==> src/rtl/limp_mode_pkg.sv <==
package limp_mode_pkg;
    localparam int unsigned M_LOCK = 0;
    localparam int unsigned M_SLEEP = 1;
    localparam int unsigned M_GOFF = 2;
    localparam int unsigned M_NORM = 3;
    localparam int unsigned M_LIMP = 4;
    localparam int unsigned N_MODES = 5;

    typedef logic [N_MODES-1:0] mode_oh_t;

    localparam mode_oh_t OH_LOCK  = mode_oh_t'(1) << M_LOCK;
    localparam mode_oh_t OH_SLEEP = mode_oh_t'(1) << M_SLEEP;
    localparam mode_oh_t OH_GOFF  = mode_oh_t'(1) << M_GOFF;
    localparam mode_oh_t OH_NORM  = mode_oh_t'(1) << M_NORM;
    localparam mode_oh_t OH_LIMP  = mode_oh_t'(1) << M_LIMP;

    typedef struct packed {
        mode_oh_t mode;
        logic     reg_rst;
        logic     ter;
        logic     diag_inh;
    } seq_regs_t;
endpackage

==> src/rtl/lvl_filter.sv <==
module lvl_filter #(
    parameter int unsigned HOLD = 8
) (
    input  logic clk,
    input  logic rst_n,
    input  logic raw_i,
    output logic lvl_o
);
    localparam int unsigned CW = (HOLD < 2) ? 1 : $clog2(HOLD);
    localparam logic [CW-1:0] LAST = CW'(HOLD - 1);

    typedef struct packed {
        logic          lvl;
        logic [CW-1:0] cnt;
    } flt_t;

    flt_t flt_d, flt_q;

    always_comb begin
        flt_d = flt_q;
        if (raw_i == flt_q.lvl) begin
            flt_d.cnt = '0;
        end else if (flt_q.cnt == LAST) begin
            flt_d.lvl = raw_i;
            flt_d.cnt = '0;
        end else begin
            flt_d.cnt = flt_q.cnt + 1'b1;
        end
    end

    always_ff @(posedge clk or negedge rst_n) begin
        if (!rst_n) flt_q <= '0;
        else        flt_q <= flt_d;
    end

    assign lvl_o = flt_q.lvl;

    // an accepted level equals the level sampled on the edge that took it
    a_r9_flip_matches_pin: assert property (@(posedge clk) disable iff (!rst_n)
        !$stable(flt_q.lvl) |-> ($past(raw_i) == flt_q.lvl));

    // the run-length counter never passes the hold length
    a_r9_count_bound: assert property (@(posedge clk) disable iff (!rst_n)
        (32'(flt_q.cnt) < HOLD));
endmodule

==> src/rtl/mode_seq.sv <==
module mode_seq
    import limp_mode_pkg::*;
(
    input  logic     clk,
    input  logic     rst_n,
    input  logic     vdda_ok,
    input  logic     vdd_ok,
    input  logic     en_f,
    input  logic     lh_f,
    input  logic     cmd_valid,
    output mode_oh_t mode_o,
    output logic     reg_rst_o,
    output logic     ter_o,
    output logic     diag_inh_o,
    output logic     wr_en_o
);
    seq_regs_t seq_d, seq_q;
    mode_oh_t  nxt;

    always_comb begin
        nxt = seq_q.mode;
        if (!vdda_ok)                  nxt = OH_LOCK;
        else if (lh_f)                 nxt = OH_LIMP;
        else if (!vdd_ok)              nxt = OH_LOCK;
        else if (seq_q.mode[M_LIMP] ||
                 seq_q.mode[M_LOCK] ||
                 seq_q.mode[M_SLEEP])  nxt = en_f ? OH_GOFF : OH_SLEEP;
        else if (!en_f)                nxt = OH_SLEEP;
        else if (seq_q.mode[M_GOFF] && cmd_valid) nxt = OH_NORM;

        seq_d.mode = nxt;
        seq_d.ter = (seq_q.mode[M_LOCK] && !nxt[M_LOCK]) ||
                    (seq_q.mode[M_LIMP] && (nxt[M_GOFF] || nxt[M_SLEEP])) ||
                    (seq_q.mode[M_SLEEP] && nxt[M_GOFF]);
        seq_d.reg_rst = nxt[M_LOCK] || nxt[M_SLEEP] ||
                        (seq_q.mode[M_LIMP] && !nxt[M_LIMP]);
        seq_d.diag_inh = nxt[M_LOCK] || nxt[M_SLEEP] ||
                         (nxt[M_GOFF] && !seq_q.mode[M_NORM]) ||
                         (nxt[M_GOFF] && seq_q.diag_inh);
    end

    always_ff @(posedge clk or negedge rst_n) begin
        if (!rst_n) begin
            seq_q.mode     <= OH_LOCK;
            seq_q.reg_rst  <= 1'b1;
            seq_q.ter      <= 1'b0;
            seq_q.diag_inh <= 1'b1;
        end else begin
            seq_q <= seq_d;
        end
    end

    assign mode_o     = seq_q.mode;
    assign reg_rst_o  = seq_q.reg_rst;
    assign ter_o      = seq_q.ter;
    assign diag_inh_o = seq_q.diag_inh;
    assign wr_en_o    = seq_q.mode[M_GOFF] || seq_q.mode[M_NORM];

    a_r1_one_hot: assert property (@(posedge clk) disable iff (!rst_n)
        $countones(seq_q.mode) == 1);

    a_r2_analog_lockout: assert property (@(posedge clk) disable iff (!rst_n)
        !vdda_ok |=> (seq_q.mode[M_LOCK] && seq_q.reg_rst));

    a_r3_digital_ignored: assert property (@(posedge clk) disable iff (!rst_n)
        (seq_q.mode[M_LIMP] && lh_f && vdda_ok) |=> seq_q.mode[M_LIMP]);

    a_r6_exit_resets: assert property (@(posedge clk) disable iff (!rst_n)
        (seq_q.mode[M_LIMP] && !lh_f && vdda_ok && vdd_ok)
        |=> (seq_q.reg_rst && seq_q.ter && seq_q.diag_inh && !seq_q.mode[M_LIMP]));

    a_r10_go_normal: assert property (@(posedge clk) disable iff (!rst_n)
        (seq_q.mode[M_GOFF] && cmd_valid && en_f && !lh_f && vdda_ok && vdd_ok)
        |=> (seq_q.mode[M_NORM] && !seq_q.diag_inh));
endmodule

==> src/rtl/lh_drive_mux.sv <==
module lh_drive_mux #(
    parameter int unsigned N_PAR = 4,
    parameter int unsigned N_CH  = 8
) (
    input  logic             active_i,
    input  logic [N_PAR-1:0] par_i,
    output logic [N_CH-1:0]  drive_o
);
    for (genvar c = 0; c < N_CH; c++) begin : g_ch
        if (c < N_PAR) begin : g_follow
            assign drive_o[c] = active_i && par_i[c];
        end else begin : g_off
            assign drive_o[c] = 1'b0;
        end
    end
endmodule

==> src/rtl/limp_mode_ctrl.sv <==
module limp_mode_ctrl
    import limp_mode_pkg::*;
#(
    parameter int unsigned HOLD  = 8,
    parameter int unsigned N_PAR = 4,
    parameter int unsigned N_CH  = 8
) (
    input  logic             clk,
    input  logic             rst_n,
    input  logic             vdda_ok,
    input  logic             vdd_ok,
    input  logic             en_pin,
    input  logic             lh_pin,
    input  logic [N_PAR-1:0] par_in,
    input  logic             cmd_valid,
    output logic [4:0]       mode_oh,
    output logic             reg_reset,
    output logic             wr_en,
    output logic             lh_override,
    output logic [N_CH-1:0]  lh_drive,
    output logic             diag_inhibit,
    output logic             ter_set
);
    localparam int unsigned N_PINS = 2;

    logic [N_PINS-1:0] pins_raw, pins_acc;
    mode_oh_t          mode_w;

    assign pins_raw = {lh_pin, en_pin};

    for (genvar p = 0; p < N_PINS; p++) begin : g_pin
        lvl_filter #(.HOLD(HOLD)) u_flt (
            .clk   (clk),
            .rst_n (rst_n),
            .raw_i (pins_raw[p]),
            .lvl_o (pins_acc[p])
        );
    end

    mode_seq u_seq (
        .clk        (clk),
        .rst_n      (rst_n),
        .vdda_ok    (vdda_ok),
        .vdd_ok     (vdd_ok),
        .en_f       (pins_acc[0]),
        .lh_f       (pins_acc[1]),
        .cmd_valid  (cmd_valid),
        .mode_o     (mode_w),
        .reg_rst_o  (reg_reset),
        .ter_o      (ter_set),
        .diag_inh_o (diag_inhibit),
        .wr_en_o    (wr_en)
    );

    lh_drive_mux #(.N_PAR(N_PAR), .N_CH(N_CH)) u_mux (
        .active_i (mode_w[M_LIMP]),
        .par_i    (par_in),
        .drive_o  (lh_drive)
    );

    assign mode_oh     = mode_w;
    assign lh_override = mode_w[M_LIMP];

    // a command arriving in limp-home never opens the write path next cycle
    a_r5_limp_no_write: assert property (@(posedge clk) disable iff (!rst_n)
        (lh_override && cmd_valid && pins_acc[1] && vdda_ok) |=> !wr_en);
endmodule

==> config.mk <==
export PLATFORM = sky130hd
export DESIGN_NAME = limp_mode_ctrl
export DESIGN_NICKNAME = d
export VERILOG_FILES = /design/src/rtl/limp_mode_pkg.sv /design/src/rtl/lvl_filter.sv /design/src/rtl/mode_seq.sv /design/src/rtl/lh_drive_mux.sv /design/src/rtl/limp_mode_ctrl.sv
export SDC_FILE = /design/constraint.sdc
export NUM_CORES = 1
export LEC_CHECK = 0
export BUFFER_PORTS_ARGS = -buffer_cell sky130_fd_sc_hd__buf_2
export CELL_PAD_IN_SITES_DETAIL_PLACEMENT = 0
export CELL_PAD_IN_SITES_GLOBAL_PLACEMENT = 1
export CORE_MARGIN = 1.5
export CORE_UTILIZATION = 35
export DETAILED_ROUTE_END_ITERATION = 12
export PLACE_DENSITY = 0.74
export SYNTH_ARGS = -nofsm -noshare
export SYNTH_HDL_FRONTEND = slang
export SYNTH_HIERARCHICAL = 1
export SYNTH_SLANG_ARGS = --single-unit
==> constraint.sdc <==
create_clock -name clk -period 1.65 [get_ports clk]
set_input_delay 0 -clock clk [delete_from_list [all_inputs] [get_ports clk]]
set_output_delay 0 -clock clk [all_outputs]
set_load 0.005 [all_outputs]
# After elaboration in Yosys (flattened, before gate mapping)
# Cells that the tools add are included.
dict set report op_classes {
  muxes 11
  eq_ne 5
  add_sub_neg 2
  bitwise 2
  reduce_logical 26
}
# cell n
set op_table {}
lappend op_table {{5-bit two-way mux} 6}
lappend op_table {{3-bit two-way mux} 5}
lappend op_table {{1-bit logical AND} 11}
lappend op_table {{1-bit logical OR} 10}
lappend op_table {{3-bit by 1-bit adder with 3-bit output, second input constant} 2}
lappend op_table {{3-bit equality test, second input constant} 2}
lappend op_table {{6-bit by 3-bit inequality test with 1-bit output, second input constant} 1}
lappend op_table {{2-bit AND reduction} 2}
lappend op_table {{1-bit zero test} 3}
lappend op_table {{1-bit equality test} 2}
lappend op_table {{1-bit inverter} 2}
dict set report word_totals {
  wordCells 55
  regBits 16
}

# Longest topological paths before layout
dict set report depth {
  word_depth 11
  ltp_mapped 3
  mapped_depth_nobuf 3
}

# Modules after synthesis
# Netlist, hierarchy kept.
# mod instances area_per_inst_um2 cells_each
set by_module_without_submodules {}
lappend by_module_without_submodules {lvl_filter 2 170.2 11}
lappend by_module_without_submodules {mode_seq 1 331.6 28}
lappend by_module_without_submodules {lh_drive_mux 1 58.8 9}
lappend by_module_without_submodules {limp_mode_ctrl 1 7.5 1}

# Least setup slack after synthesis
# OpenSTA, ideal clock, no wires.
dict set report synth_timing {
  path_type {reg2reg}
  start {register g_pin[0].u_flt/flt_q[0] in the netlist's numbering}
  end {register g_pin[0].u_flt.flt_q, in the netlist g_pin[0].u_flt/lvl_o}
  synth_period_minus_slack_ns 1.184
  arrival_ns 1.056
  path_slack_ns 0.466
  setup_time_ns 0.128
  stages_incl_launch_ff 4
  n_path_buf 0
  cell_sequence {dfrtp_1 -> ha_1 -> ha_1 -> mux2_1}
}
dict set report synth_via {
  elab_chain_len 2
}
# element line
set synth_lines {}
lappend synth_lines {{from (decl)} lvl_filter.sv:17} ;# flt_t flt_d, flt_q;
lappend synth_lines {{from (signal assigned)} lvl_filter.sv:33} ;# else flt_q <= flt_d;
lappend synth_lines {{3-bit equality test} lvl_filter.sv:23} ;# end else if (flt_q.cnt == LAST) begin
lappend synth_lines {{2-bit AND reduction (no line)} n/a}
# Every way passes these cells.
# A chain may end at the register's enable or synchronous reset.

# Worst setup path in the final report
dict set report layout_timing {
  start {register g_pin[1].u_flt/flt_q[0] in the netlist's numbering}
  end {register g_pin[1].u_flt.flt_q, in the netlist g_pin[1].u_flt/lvl_o}
}
dict set report layout_via {
  elab_chain_len 2
}
# element line
set layout_lines {}
lappend layout_lines {{from (decl)} lvl_filter.sv:17}
lappend layout_lines {{from (signal assigned)} lvl_filter.sv:33}
lappend layout_lines {{3-bit equality test} lvl_filter.sv:23}
lappend layout_lines {{2-bit AND reduction (no line)} n/a}
# Every way passes these cells.

==> flow_metrics.py <==
metrics = {
    "synth": {
        "ys_warn_count": 6,
        "yosys_register_bits": 16,
        "synth.top_cell.area_share_pct": 44.1,
        "avgSynthCellArea_um2": 12.3,
        "syn_area_um2": 738,
        "synth_cells": 60,
        "synth_edf_count": 0,
        "synth-seq-area-share_pct": 54.7,
        "synthTopCellsByArea": "dfrtp_1 (44%), dfstp_2 (11%), and2_1 (7.6%), ha_1 (6.8%), buf_4 (5.1%)",
        "async_reset_ff_share_pct": 100,
        "ys_types": 23,
        "synth_top_area_cell": "dfrtp_1",
        "synthFlopType": "dfrtp_1",
    },
    "floorplanning": {
        "num_io_pins": 29,
        "initial_core_util_pct": 37.2,
        "die_y_um": 48.9,
        "fp.dieArea_um2": 2390,
        "die_x_um": 48.9,
        "rows": 16,
        "design.core.area_um2": 1980,
    },
    "routing": {
        "viasPerCell": 4.37,
        "drtAntennaViolNets": 0,
        "wire_per_inst_um": 10.8,
        "drt_iter0_markers": 5,
        "detail_route.first_pass.iterations": 4,
        "wirelength_mm": 1.28,
        "vias": 516,
        "remaining_drc_errors": 0,
    },
    "timing": {
        "holdWs_ns": 0.0538,
        "fin_skew_ns": 0.00301,
        "hold_viol": 0,
        "setup_tns_ns": 0,
        "fmax_ghz": 0.805,
        "finalSetupViolations": 0,
        "slew_viol_final": 0,
        "fin_crit_ns": 1.24,
        "rsz0062_at_grt": "no",
        "finalCritPeriodShare_pct": 75.3,
    },
    "setup_path": {
        "slowest_delay_ns": 0.41,
        "cp_max_fo": 2,
        "cp-end-kind": "register",
        "crit_buf_inv": 0,
        "critPathTopFamily": "adder cells",
        "path_cells": "ha_1 > ha_1 > mux2_1",
        "required_ns": 1.82,
        "cpMostUsedCell": "ha_1",
        "start_kind": "register",
        "path_class": "register to register",
        "critPathSlowestCell": "dfrtp_1",
        "cp.arrival_ns": 1.41,
    },
    "cts": {
        "cts.path.max_buffers": 2,
        "clock_sinks": 16,
        "path_clk_slew_ns": 0.09,
        "cts_made_buffers": 3,
        "cts_root_buf": "clkbuf_4",
        "post_cts_buffers": 0,
        "cts_tree": "yes",
        "cts_max_level": 1,
        "cts_hold_buf": 5,
        "cts_resized": 0,
        "clk_latency_ns": 0.28,
    },
    "pwr": {
        "p_total_mw": 1.17,
        "powerDensity_nw_per_um2": 1230,
        "p_leak_nw": 0.509,
        "vdd_drop_max_mv": 0.741,
    },
    "worst_hold_path": {
        "hp-class": "input pin to register",
    },
    "grt": {
        "grt_pass1_wl_mm": 2.28,
        "grt_overflow": 0,
        "grt_usage_pct": 12.4,
        "antenna_found_initial": 0,
        "grt_pass1_vias": 518,
        "grt_max_degree": 17,
    },
    "place": {
        "gp_congestion": 0.716,
        "dp_hpwl_um": 948,
        "port_buffers": 24,
    },
    "layout": {
        "drive_gt1_share_pct": 40.7,
        "syn2layout_area_growth_pct": 29.0,
        "final_util_pct": 48.0,
        "final_nets": 107,
        "diodes": 0,
    },
    "flow_run": {
        "drv_cap": 0,
    },
    "outcome": {
        "status": "complete, no violations",
    },
}
-- placed cells by master (no fill, tap or decap) --
master	n
dfstp_2	3
nand2_1	1
mux2_1	2
clkbuf_8	1
nor3b_2	2
buf_2	24
xor2_1	2
conb_1	4
ha_1	4
a21oi_1	2
nor2b_1	1
clkbuf_4	3
dfrtp_1	13
nor3_1	1
nor3_2	1
dlygate4sd3_1	5
or2_2	1
o21ba_2	1
o31ai_1	1
o21ai_0	2
or3_4	1
nand4b_1	1
nor2_1	4
nor3b_1	1
nor4bb_1	1
and2_1	9
-- kinds of logic after synthesis --
logic type               after synthesis  synth area share, %
AO/OA/AOI/OAI                          6                 5.09
XOR/XNOR                               2                 2.37
adder cells (fa/ha/maj)                4                 6.78
buffers and inverters                  5                 5.09
flip-flops                            16                 54.7
multiplexers                           2                 3.05
other                                  1                0.508
AND/OR/NAND/NOR                       24                 22.4
-- worst paths after layout --
| path | cells after the start | endpoint | slack (ns) | start |
|---|---|---|---|---|
| hold reg to reg | 1 | g_pin[0].u_flt/flt_q[0] | 0.45 | g_pin[0].u_flt/flt_q[0] |
| setup reg to reg | 3 | g_pin[1].u_flt/lvl_o | 0.41 | g_pin[1].u_flt/flt_q[0] |
| max in group asynchronous | 2 | u_seq/diag_inh_o | 1.18 | rst_n |
| min in group asynchronous | 2 | g_pin[1].u_flt/lvl_o | 0.17 | rst_n |
| setup / recovery | 3 | g_pin[1].u_flt/lvl_o | 0.41 | g_pin[1].u_flt/flt_q[0] |
| hold / removal | 4 | u_seq/mode_o[2] | 0.05 | cmd_valid |
-- routing by layer --
metal / wire length (µm) / GRT usage, % / vias to the layer above
met5: 0 / 0 / -
met4: 0 / 4.29 / 0
met3: 95 / 3.37 / 0
met2: 557 / 20.1 / 22
met1: 623 / 16.0 / 235
li1: - / - / 259
-- flip-flops by register name (all words and copies together), names as in the netlist --
| register | flops |
|---|---|
| u_seq/mode_o | 5 |
| u_seq/reg_rst_o | 1 |
| u_seq/diag_inh_o | 1 |
| g_pin.u_flt/lvl_o | 2 |
| g_pin.u_flt/flt_q | 6 |
| u_seq/ter_o | 1 |
-- Yosys cell counts, drive strengths merged (2+ instances only) --
cell type	instances
dfstp	3
nor2	4
mux2	2
and2	9
o21ai	2
nor3	2
a21oi	2
xor2	2
buf	5
dfrtp	13
nor3b	3
ha	4
-- power by group --
part | switching [mW] | internal (mW)
logic | 0.127 | 0.176
registers | 0.100 | 0.518
clock network | 0.117 | 0.134
-- per-stage QoR --
stage | instance area (µm²) | setup slack [ns] | instances
floorplan | 749 | 0.466 | 63
global placement | 866 | 0.431 | 109
CTS | 952 | 0.403 | 118
global route | 952 | 0.367 | 118
finish | 952 | 0.407 | 118
detailed placement | 866 | 0.414 | 109
-- worst min-delay path, delay by kind of cell --
family / cells / cell delay (ns)
and+or+nand+nor: 3 / 0.21
buffers and inverters: 1 / 0.09
-- layout make-up --
cell class,count,area (µm²)
Timing Repair Buffer,29,170
Sequential cell,16,404
Fill cell,194,1030
Clock buffer,4,36.3
Tap cell,27,33.8
Multi-Input combinational cell,42,308
Note: power is estimated with default switching activity, not from simulation.
